===== src/rtl/slot_arb_pkg.sv =====
package slot_arb_pkg;

  // Circular addition used for slot pointers and the spare search.
  function automatic int unsigned wrap_add(int unsigned base, int unsigned step,
                                           int unsigned count);
    return (base + step) % count;
  endfunction

  // Kind of decision taken for the current slot.
  typedef enum logic [1:0] {
    PICK_NONE  = 2'd0,
    PICK_OWNER = 2'd1,
    PICK_SPARE = 2'd2
  } pick_kind_e;

endpackage


===== src/rtl/slot_rotor.sv =====
// Circular slot pointer: one core per clock.
module slot_rotor #(
  parameter int N = 8,
  localparam int W = (N > 1) ? $clog2(N) : 1
) (
  input  logic         clk,
  input  logic         rst,
  output logic [W-1:0] slot_o
);
  localparam logic [W-1:0] LAST = W'(N - 1);

  always_ff @(posedge clk) begin
    if (rst)                 slot_o <= '0;
    else if (slot_o == LAST) slot_o <= '0;
    else                     slot_o <= slot_o + 1'b1;
  end
endmodule


===== src/rtl/spare_picker.sv =====
// Finds the first candidate after the owner, searching upward with wrap.
module spare_picker
  import slot_arb_pkg::*;
#(
  parameter int N = 8,
  localparam int W = (N > 1) ? $clog2(N) : 1
) (
  input  logic [W-1:0] slot_i,
  input  logic [N-1:0] cand_i,
  output logic         found_o,
  output logic [W-1:0] pick_o
);
  logic [N-1:0] rot;

  // rot[j] is the candidate bit of the core j positions after the owner.
  for (genvar j = 0; j < N; j++) begin : g_rot
    always_comb rot[j] = cand_i[W'(wrap_add(int'(slot_i), j, N))];
  end

  always_comb begin
    found_o = 1'b0;
    pick_o  = '0;
    for (int j = 1; j < N; j++) begin
      if (!found_o && rot[j]) begin
        found_o = 1'b1;
        pick_o  = W'(wrap_add(int'(slot_i), j, N));
      end
    end
  end
endmodule


===== src/rtl/grant_stage.sv =====
// Output register: one-hot grant plus binary index.
module grant_stage #(
  parameter int N = 8,
  localparam int W = (N > 1) ? $clog2(N) : 1
) (
  input  logic         clk,
  input  logic         rst,
  input  logic         take_i,
  input  logic [W-1:0] idx_i,
  output logic [N-1:0] grant_o,
  output logic [W-1:0] grant_idx_o
);
  localparam logic [N-1:0] ONE = N'(1);

  always_ff @(posedge clk) begin
    if (rst || !take_i) begin
      grant_o     <= '0;
      grant_idx_o <= '0;
    end else begin
      grant_o     <= ONE << idx_i;
      grant_idx_o <= idx_i;
    end
  end
endmodule


===== src/rtl/slot_share_arbiter.sv =====
module slot_share_arbiter
  import slot_arb_pkg::*;
#(
  parameter int N = 8,
  localparam int W = (N > 1) ? $clog2(N) : 1
) (
  input  logic         clk,
  input  logic         rst,
  input  logic [N-1:0] req_i,
  input  logic [N-1:0] hungry_i,
  input  logic         share_off_i,
  output logic [N-1:0] grant_o,
  output logic [W-1:0] grant_idx_o
);
  logic [W-1:0] slot_q;
  logic [N-1:0] hungry_q;
  logic [N-1:0] spare_cand;
  logic         spare_found;
  logic [W-1:0] spare_idx;
  logic         owner_req;
  pick_kind_e   kind;
  logic [W-1:0] win_idx;

  // Opt-in bits are registered: a change counts from the following edge.
  always_ff @(posedge clk) begin
    if (rst) hungry_q <= '0;
    else     hungry_q <= hungry_i;
  end

  slot_rotor #(.N(N)) u_rotor (
    .clk    (clk),
    .rst    (rst),
    .slot_o (slot_q)
  );

  always_comb begin
    owner_req  = req_i[slot_q];
    spare_cand = share_off_i ? '0 : (req_i & hungry_q);
  end

  spare_picker #(.N(N)) u_picker (
    .slot_i  (slot_q),
    .cand_i  (spare_cand),
    .found_o (spare_found),
    .pick_o  (spare_idx)
  );

  // The owner always wins its slot; spares are used only when the owner is idle.
  always_comb begin
    if (owner_req) begin
      kind    = PICK_OWNER;
      win_idx = slot_q;
    end else if (spare_found) begin
      kind    = PICK_SPARE;
      win_idx = spare_idx;
    end else begin
      kind    = PICK_NONE;
      win_idx = '0;
    end
  end

  grant_stage #(.N(N)) u_grant (
    .clk         (clk),
    .rst         (rst),
    .take_i      (kind != PICK_NONE),
    .idx_i       (win_idx),
    .grant_o     (grant_o),
    .grant_idx_o (grant_idx_o)
  );
endmodule


===== config.mk =====
export PLATFORM = sky130hd
export DESIGN_NAME = slot_share_arbiter
export DESIGN_NICKNAME = d
export VERILOG_FILES = /design/src/rtl/slot_arb_pkg.sv /design/src/rtl/slot_rotor.sv /design/src/rtl/spare_picker.sv /design/src/rtl/grant_stage.sv /design/src/rtl/slot_share_arbiter.sv
export SDC_FILE = /design/constraint.sdc
export NUM_CORES = 1
export LEC_CHECK = 0
export ABC_AREA = 1
export BUFFER_PORTS_ARGS = -buffer_cell sky130_fd_sc_hd__buf_2
export CAP_MARGIN = 15
export CORE_MARGIN = 2
export CORE_UTILIZATION = 55
export CTS_CLUSTER_SIZE = 16
export DETAILED_ROUTE_END_ITERATION = 12
export PLACE_DENSITY = 0.76
export SYNTH_ARGS = -nofsm -noshare
export SYNTH_HDL_FRONTEND = slang
export SYNTH_HIERARCHICAL = 1
export SYNTH_SLANG_ARGS = --single-unit

===== constraint.sdc =====
create_clock -name clk -period 3.55 [get_ports clk]
set_input_delay 0.1775 -clock clk [delete_from_list [all_inputs] [get_ports clk]]
set_output_delay 0.1775 -clock clk [all_outputs]
set_load 0.1 [all_outputs]

==> impl_metrics.py, run 1 <==
metrics = {
    "grt": {
        "grt_use_total": 0.218,
        "grt_max_degree": 22,
        "grt_pass1_wl_um": 5900,
        "antenna_found_initial": 0,
        "overflow": 0,
        "grt_pass1_vias": 1393,
    },
    "floorplanning": {
        "die_h_um": 58.2,
        "rows": 19,
        "start_util": 0.581,
        "core-area_um2": 2780,
        "die_w_um": 58.2,
        "ios": 30,
        "dieArea_um2": 3390,
    },
    "clock_network": {
        "cts_setup_buffers": 0,
        "htreeDepth": 1,
        "ctsHoldBuffers": 0,
        "cts.path.max_buffers": 2,
        "cts_root_buf": "clkbuf_4",
        "numCtsBuffers": 3,
        "post_cts_resized": 0,
        "clock_latency_ps": 300,
        "cts_tree": "built",
        "clk_pin_slew_ps": 120,
        "clock-sinks": 22,
    },
    "cells_and_area": {
        "post-route-cell-area_um2": 1830,
        "final_nets": 309,
        "drive_above_1_share": 0.249,
        "final_core_util": 0.656,
        "fin_cells": 316,
        "synthToLayoutAreaGrowth_pct": 13.0,
        "antenna_cells": 0,
    },
    "sta": {
        "maxSlewHeadroom": 0.659,
        "fin_skew_ps": 4.38,
        "min_period_ps": 2860,
        "grt_setup_unrepaired": "false",
        "fin_tns_setup_ps": 0,
        "slew_violations": 0,
        "tightest_slew_ps": 511,
        "period_share": 0.804,
        "worst_slack_ps": 694,
        "finalSetupViolations": 0,
        "hold_slack_ps": 65.3,
        "finalHoldViolCount": 0,
        "max_freq_ghz": 0.350,
    },
    "worst_hold_path": {
        "hp-class": "primary input to flop",
    },
    "critical_path": {
        "cp.required_ps": 3760,
        "cp-startpoint": "u_rotor/slot_o[1]",
        "cp_data_arrival_time_ps": 3070,
        "critical_path_class": "flop to flop",
        "critPathMaxFanout": 13,
        "r2r-start": "u_rotor/slot_o[1]",
        "startpoint_type": "flop",
        "cp-end-kind": "flop",
        "crit_end": "u_grant/grant_o[5]",
        "reg2reg_to": "u_grant/grant_o[5]",
        "r2r_cells": 18,
        "rrSetupSlack_ps": 690,
    },
    "routing": {
        "vias": 1559,
        "drt_iter0_drc": 95,
        "wire_per_inst_um": 10.8,
        "antenna_left": 0,
        "wl_um": 3400,
        "vias_per_cell": 4.93,
        "dr.pass1.iters": 4,
        "post-route-drc-count": 0,
    },
    "logic_synthesis": {
        "syn_inst": 257,
        "yosysMostFrequentCell": "nand2_1",
        "ys_types": 22,
        "yosys.area.top_type_share": 0.273,
        "synth_nets": 280,
        "synth_seq_area_share": 0.273,
        "synthTopCellsByCount": "71 x nand2_1, 40 x nor2_1, 35 x inv_1",
        "avgSynthCellArea_um2": 6.29,
        "synthArstFlopShare": 0,
        "syn-cell-area_um2": 1620,
        "yosys_register_bits": 22,
        "synth-edff-count": 0,
        "yosys_warnings": 6,
        "synthFlopType": "dfxtp_1",
        "synth_area_leader_cell": "dfxtp_1",
        "synth_area_leaders": "dfxtp_1 27%, nand2_1 16%, nor2_1 9.3%",
    },
    "outcome": {
        "status": "complete, no violations",
    },
    "power": {
        "power_density_nw_per_um2": 543,
        "ir_worst_vdd_mv": 0.508,
        "total_power_mw": 0.991,
        "leakage_nw": 1.05,
    },
    "place": {
        "io_buffers": 29,
        "finalWeightedCongestion": 0.931,
        "dpl_cell_area_um2": 1770,
        "dpl.hpwl_um": 2640,
        "place_ws_ps": 774,
        "dp.cells": 312,
    },
    "job": {
        "drv_cap": 0,
    },
}
==> layer usage <==
layer / vias up / routed length, um / GRT usage
met5: - / 0 / 0
met4: 0 / 47 / 0.0764
met3: 4 / 100 / 0.0156
met2: 31 / 1520 / 0.339
met1: 680 / 1740 / 0.318
li1: 844 / - / -
==> state kept, by name, indices dropped and copies added, names as in the netlist <==
signal	count
u_rotor/slot_o	3
hungry_q	8
u_grant/grant_idx_o	3
u_grant/grant_o	8
==> placed cells by master, fill, tap and decap left out, types with 4 or more instances in the layout <==
master	count
nand2_1	71
nor2_1	40
inv_1	35
buf_2	29
nand3_1	28
dfxtp_1	22
nand2_2	12
nand3_2	11
nand4_1	7
inv_2	6
nand3b_1	4
ha_1	4
==> cells by family after synthesis <==
| group | Yosys count | synth area share |
|---|---|---|
| XOR/XNOR | 2 | 0.0108 |
| AND/OR/NAND/NOR | 180 | 0.554 |
| AO/OA/AOI/OAI | 1 | 0.00465 |
| adder cells (fa/ha/maj) | 4 | 0.0310 |
| buffers and inverters | 48 | 0.127 |
| flip-flops | 22 | 0.273 |
==> where the power goes <==
part	total (mW)	switching, mW	internal [mW]	leakage [nW]
clock network	0.187	0.0733	0.114	0.0279
registers	0.290	0.0142	0.276	0.181
logic	0.514	0.381	0.133	0.839
==> worst max-delay path: stages (launching register included) <==
cell	delay, ps
dfxtp_1	660
inv_2	160
ha_1	390
inv_2	160
nand3_1	90
nand2_1	120
nand2_1	80
nand2_2	150
nand4_2	120
nor2_2	150
nand3_1	80
nand3_1	90
nand2_1	50
inv_1	60
nand3_1	70
nand2_1	110
inv_1	70
nand2_1	80
nor2_1	60
==> cell type report <==
| cell class | instances | area, um2 |
|---|---|---|
| multi-input combinational | 187 | 970 |
| inverter | 42 | 171 |
| clock buffer | 3 | 22.5 |
| sequential | 22 | 440 |
| fill | 261 | 956 |
| tap | 31 | 38.8 |
| clock inverter | 1 | 30.0 |
| timing repair buffer | 30 | 153 |
==> how the worst min path moves through the flow <==
stage | from | endpoint | depth (start not counted)
floorplan | hungry_i[0] | hungry_q[0] | 2
global placement | hungry_i[2] | hungry_q[2] | 3
detailed placement | hungry_i[5] | hungry_q[5] | 3
CTS | hungry_i[2] | hungry_q[2] | 3
global route | hungry_i[1] | hungry_q[1] | 3
finish | hungry_i[2] | hungry_q[2] | 3
(Power assumes the default switching activity.)
==> run 2: changes to the inputs <==
--- a/config.mk
+++ b/config.mk
@@ -9,10 +9,10 @@
 export BUFFER_PORTS_ARGS = -buffer_cell sky130_fd_sc_hd__buf_2
 export CAP_MARGIN = 15
 export CORE_MARGIN = 2
-export CORE_UTILIZATION = 55
+export CORE_UTILIZATION = 50
 export CTS_CLUSTER_SIZE = 16
 export DETAILED_ROUTE_END_ITERATION = 12
-export PLACE_DENSITY = 0.76
+export PLACE_DENSITY = 0.73
 export SYNTH_ARGS = -nofsm -noshare
 export SYNTH_HDL_FRONTEND = slang
 export SYNTH_HIERARCHICAL = 1
==> constraint.sdc (replaced) <==
create_clock -name clk -period 2.5 [get_ports clk]
set_input_delay 0.125 -clock clk [delete_from_list [all_inputs] [get_ports clk]]
set_output_delay 0.125 -clock clk [all_outputs]
set_load 0.1 [all_outputs]
==> impl_metrics.py, run 2 (same netlist as run 1, synthesis figures left out) <==
metrics = {
    "grt": {
        "overflow": 0,
        "grt_max_degree": 14,
        "grt_use_met3": 0.0192,
        "grt_pass1_vias": 1443,
        "met2_usage": 0.367,
        "grt_pass1_wl_um": 5910,
        "antenna_found_initial": 0,
        "gr-usage-met1": 0.276,
        "grt.busiest_layer": "met2",
        "grt_use_total": 0.210,
    },
    "critical_path": {
        "r2r-start": "u_rotor/slot_o[1]",
        "critPathMaxFanout": 12,
        "crit_end": "u_grant/grant_o[5]",
        "cp-end-kind": "flop",
        "r2r_cells": 19,
        "reg2reg_to": "u_grant/grant_o[5]",
        "startpoint_type": "flop",
        "critical_path_class": "flop to flop",
        "cp.required_ps": 2720,
        "cp_data_arrival_time_ps": 2520,
        "cp-startpoint": "u_rotor/slot_o[1]",
        "rrSetupSlack_ps": 200,
    },
    "cells_and_area": {
        "reg_top3": "hungry_q x8, u_grant/grant_o x8",
        "drive_above_1_share": 0.299,
        "final_core_util": 0.638,
        "n_fill_cell": 298,
        "fin_cells": 335,
        "final_cell_mix": "68 x nand2_1, 40 x nor2_1, 34 x inv_1, 29 x buf_2, 27 x nand3_1",
        "antenna_cells": 0,
        "synthToLayoutAreaGrowth_pct": 20.5,
        "final_nets": 315,
        "final_common_cell": "nand2_1",
    },
    "routing": {
        "wl_um": 3510,
        "vias": 1623,
        "dr.pass1.iters": 4,
        "vias_per_cell": 4.84,
        "post-route-drc-count": 0,
        "drt_iter0_drc": 123,
        "antenna_left": 0,
        "wire_per_inst_um": 10.5,
    },
    "sta": {
        "worst_slack_ps": 197,
        "finalSetupViolations": 0,
        "period_share": 0.921,
        "finalHoldViolCount": 0,
        "slew_violations": 0,
        "fin_tns_setup_ps": 0,
        "tightest_slew_ps": 485,
        "min_period_ps": 2300,
        "fin_skew_ps": 12.9,
        "maxSlewHeadroom": 0.679,
        "max_freq_ghz": 0.434,
    },
    "clock_network": {
        "cts_root_buf": "clkbuf_4",
        "cts.path.max_buffers": 2,
        "numCtsBuffers": 3,
        "htreeDepth": 1,
        "clock_latency_ps": 300,
        "clock-sinks": 22,
        "cts_tree": "built",
        "ctsHoldBuffers": 0,
        "clk_pin_slew_ps": 120,
    },
    "job": {
        "drv_cap": 0,
    },
    "place": {
        "place_ws_ps": 98.8,
        "finalWeightedCongestion": 0.868,
        "dp.cells": 329,
        "dpl.hpwl_um": 2680,
        "io_buffers": 29,
    },
    "floorplanning": {
        "start_util": 0.529,
        "rows": 20,
        "die_h_um": 60.8,
        "dieArea_um2": 3700,
        "die_w_um": 60.8,
        "ios": 30,
        "core-area_um2": 3050,
    },
    "outcome": {
        "status": "complete, no violations",
    },
    "power": {
        "power_density_nw_per_um2": 750,
        "leakage_nw": 1.08,
        "ir_worst_vdd_mv": 0.522,
        "total_power_mw": 1.46,
    },
    "worst_hold_path": {
        "hp-class": "primary input to flop",
    },
}
==> run 2: changes by cell type in the layout (fill, tap and decap cells not counted), moves of 2 or more <==
cell / delta
dfxtp_1: -3
nand2_2: +2
nand2_1: -3
buf_4: +4
dfxtp_2: +3
ha_1: -2
==> run 2: area by class of cell <==
type,count,area (um2),share of cell area
multi-input cells,187,1010,0.521
flip-flops and latches,22,444,0.228
repair buffers,36,209,0.107
inverters,42,171,0.0880
well taps,44,55.1,0.0283
clock inverters,1,30.0,0.0154
clock buffers,3,22.5,0.0116
==> run 2: worst min-delay path by stage <==
stage                           start          end  cells past startpoint
after floorplan           hungry_i[0]  hungry_q[0]                      2
after global placement    hungry_i[7]  hungry_q[7]                      3
after detailed placement  hungry_i[7]  hungry_q[7]                      3
after CTS                 hungry_i[7]  hungry_q[7]                      3
after global routing      hungry_i[3]  hungry_q[3]                      3
final                     hungry_i[7]  hungry_q[7]                      3
==> run 2: repair_timing <==
item                       in CTS  in global routing
setup endpoints to repair       0                 10
setup buffers                   0                  2
resized for setup               0                 16
==> run 2: worst max-delay path, stage by stage, from the launching register on <==
cell and delay (ps):
dfxtp_2 370, buf_8 150, ha_2 200, inv_1 60
nand2_1 70, nand2_2 90, nand3_4 100, nand2_4 80
nor2_8 140, nand2_1 80, nor2_2 140, nand4_1 110
nand3_1 100, nand2_1 60, inv_1 60, nand3_1 70
nand2_1 110, inv_1 70, nand2_1 90, nor2_1 50
==> run 2: power by group <==
part	switching [mW]	internal, mW	leakage (nW)
clock	0.103	0.162	0.0279
combinational	0.571	0.218	0.875
sequential	0.0144	0.392	0.182
==> run 2: metrics by stage <==
stage	area [um2]	hold WS, ps
2_1_floorplan	1620	232
3_3_place_gp	1820	323
3_5_place_dp	1820	331
4_1_cts	1870	12.0
5_1_grt	1950	4.05
6_report	1950	20.1
==> run 2: routing by layer <==
| metal | up-vias | part of all wire |
|---|---|---|
| li1 | 861 | - |
| met3 | 2 | 0.041 |
| met4 | 0 | 0.0057 |
| met2 | 36 | 0.48 |
| met1 | 724 | 0.47 |
| met5 | - | 0 |
==> run 3: changes to the inputs <==
--- a/config.mk
+++ b/config.mk
@@ -5,9 +5,8 @@
 export SDC_FILE = /design/constraint.sdc
 export NUM_CORES = 1
 export LEC_CHECK = 0
-export ABC_AREA = 1
 export BUFFER_PORTS_ARGS = -buffer_cell sky130_fd_sc_hd__buf_2
-export CAP_MARGIN = 15
+export CAP_MARGIN = 20
 export CORE_MARGIN = 2
 export CORE_UTILIZATION = 50
 export CTS_CLUSTER_SIZE = 16
==> impl_metrics.py, run 3 <==
metrics = {
    "floorplanning": {
        "dieArea_um2": 3820,
        "core-area_um2": 3280,
        "start_util": 0.509,
        "rows": 21,
        "die_w_um": 61.8,
        "die_h_um": 61.8,
        "ios": 30,
    },
    "sta": {
        "fin_tns_setup_ps": -2230,
        "tightest_slew_ps": 491,
        "max_freq_ghz": 0.367,
        "finalSetupViolations": 11,
        "min_period_ps": 2730,
        "worst_slack_ps": -227,
        "finalHoldViolCount": 0,
        "maxSlewHeadroom": 0.675,
        "period_share": 1.09,
        "fin_skew_ps": 7.20,
        "grt_setup_unrepaired": "true",
        "slew_violations": 0,
    },
    "routing": {
        "dr.pass1.iters": 4,
        "dr.max_layer_used": "met4",
        "route.met2.wl_um": 2320,
        "drt_iter0_drc": 79,
        "vias": 1559,
        "vias_per_cell": 5.55,
        "wire_per_inst_um": 15.0,
        "wl_met1_um": 1650,
        "antenna_left": 0,
        "wl_um": 4210,
        "wl_met3_um": 158,
        "post-route-drc-count": 0,
    },
    "clock_network": {
        "clock_latency_ps": 290,
        "clk_pin_slew_ps": 120,
        "htreeDepth": 1,
        "cts_root_buf": "clkbuf_4",
        "cts.path.max_buffers": 2,
        "clock-sinks": 22,
        "numCtsBuffers": 3,
        "cts_tree": "built",
    },
    "critical_path": {
        "cp.required_ps": 2740,
        "rrSetupSlack_ps": -230,
        "cp_data_arrival_time_ps": 2960,
        "startpoint_type": "flop",
        "reg2reg_to": "u_grant/grant_o[0]",
        "critPathMaxFanout": 7,
        "r2r-start": "u_rotor/slot_o[0]",
        "r2r_cells": 12,
        "cp-end-kind": "flop",
        "critical_path_class": "flop to flop",
    },
    "logic_synthesis": {
        "synth_nets": 195,
        "synth-compound-area-share": 0.129,
        "synthAdderAreaFrac": 0.0299,
        "synthTopCellsByCount": "22 x dfxtp_1, 15 x nand2_1, 14 x mux2i_1, 14 x nor2b_1, 13 x nor2_1",
        "synth_area_leader_cell": "dfxtp_1",
        "yosys-mux-area-fraction": 0.266,
        "synth_seq_area_share": 0.263,
        "yosys.area.top_type_share": 0.263,
        "yosys_warnings": 6,
        "synthFlopType": "dfxtp_1",
        "yosysMostFrequentCell": "dfxtp_1",
        "ys_types": 50,
        "synth_area_leaders": "dfxtp_1 26%, mux4_2 12%, mux2i_1 8.4%",
        "avgSynthCellArea_um2": 9.73,
        "synth-edff-count": 0,
        "syn_inst": 172,
        "synth-simple-area-share": 0.244,
        "synthArstFlopShare": 0,
        "syn-cell-area_um2": 1670,
        "synthXorXnorAreaFrac": 0.0202,
        "synth_top_family_by_area": "multiplexers",
        "yosys_register_bits": 22,
    },
    "place": {
        "dpl_cell_area_um2": 2100,
        "dpl.hpwl_um": 3240,
        "finalWeightedCongestion": 0.867,
        "io_buffers": 29,
    },
    "power": {
        "leakage_nw": 1.03,
        "power_density_nw_per_um2": 569,
        "total_power_mw": 1.28,
        "ir_worst_vdd_mv": 0.467,
    },
    "grt": {
        "grt_pass1_vias": 1500,
        "overflow": 0,
        "grt_pass1_wl_um": 6630,
        "grt_max_degree": 15,
        "grt_use_total": 0.230,
        "antenna_found_initial": 0,
    },
    "cells_and_area": {
        "register_area_um2": 448,
        "final_cell_mix": "34 x buf_4, 29 x buf_2, 20 x dfxtp_1, 15 x nand2_1",
        "drive_above_1_share": 0.438,
        "synthToLayoutAreaGrowth_pct": 34.6,
        "reg_top3": "hungry_q x8, u_grant/grant_o x8",
        "final_common_cell": "buf_4",
        "final_nets": 259,
        "n_fill_cell": 237,
        "multi_input_area_um2": 1210,
        "post-route-cell-area_um2": 2250,
        "antenna_cells": 0,
    },
    "worst_hold_path": {
        "hold_end": "hungry_q[2]",
        "min-delay-start": "hungry_i[2]",
        "whs_path_depth": 2,
        "hp-class": "primary input to flop",
    },
    "job": {
        "drv_cap": 0,
    },
    "outcome": {
        "status": "complete, but fails checks",
        "violations": "setup timing",
    },
}
[run 3: cell count changes after synthesis, moves of 11 or more]
| cell | previous run | this run |
|---|---|---|
| inv_1 | 35 | 7 |
| mux2i_1 | 0 | 14 |
| nand2_1 | 71 | 15 |
| nand2_2 | 12 | 0 |
| nand3_1 | 28 | 3 |
| nand3_2 | 11 | 0 |
| nor2_1 | 40 | 13 |
| nor2b_1 | 0 | 14 |
[run 3: worst max path at each step]
stage | startpoint | to | cells past startpoint
after floorplan | u_rotor/slot_o[0] | u_grant/grant_o[0] | 15
after global placement | u_rotor/slot_o[0] | u_grant/grant_o[0] | 11
after detailed placement | u_rotor/slot_o[0] | u_grant/grant_o[0] | 11
after CTS | u_rotor/slot_o[0] | u_grant/grant_o[0] | 12
after global routing | u_rotor/slot_o[0] | u_grant/grant_o[2] | 12
final | u_rotor/slot_o[0] | u_grant/grant_o[0] | 12
[run 3: routing by layer]
metal / vias up / global-route usage
met4: 0 / 0.0881
met1: 749 / 0.269
li1: 751 / -
met3: 10 / 0.0104
met2: 49 / 0.438
met5: - / 0
[run 3: critical path: stages, from the launching register on]
cell	delay (ps)
dfxtp_4	440
inv_6	40
ha_4	290
mux4_2	380
mux2i_4	260
buf_6	140
a211o_1	120
a21oi_1	60
a211o_1	260
nand2_1	70
mux2i_1	100
or3b_4	420
nor3_2	110
[run 3: area by class of cell]
type / count / area share
Sequential cell: 22 / 0.199
Timing Repair Buffer: 67 / 0.202
Tap cell: 46 / 0.0256
Clock buffer: 4 / 0.0211
Multi-Input combinational cell: 134 / 0.537
Inverter: 8 / 0.0156
[run 3: what timing repair did]
item,4_1_cts,5_1_grt
buffers inserted,4,3
setup endpoints to repair,10,11
endpoints found under the hold margin,0,0
resized for setup,2,9
hold buffers,0,0
pin swaps,4,10
[run 3: power by group]
part	internal, mW	leakage [nW]	switching, mW	total (mW)
Clock	0.122	0.0261	0.0984	0.220
Combinational	0.279	0.818	0.388	0.667
Sequential	0.380	0.182	0.0137	0.394
Total	0.781	1.03	0.500	1.28
[run 3: logic make-up (layout without fill, tap and decap cells)]
family / Yosys count / count (layout)
AO/OA/AOI/OAI: 27 / 27
XOR/XNOR: 3 / 3
multiplexers: 28 / 28
adder cells (fa/ha/maj): 4 / 4
buffers and inverters: 16 / 79
flip-flops: 22 / 22
AND/OR/NAND/NOR: 72 / 72
[run 3: stage by stage]
stage	utilization	hold slack (ps)	cells	worst slack [ps]
detailed placement	0.638	339	270	-181
global route	0.686	31.6	281	-376
floorplan	-	192	172	-337
finish	0.686	37.1	281	-227
CTS	0.664	31.0	278	-167
global placement	0.638	334	270	-90.8
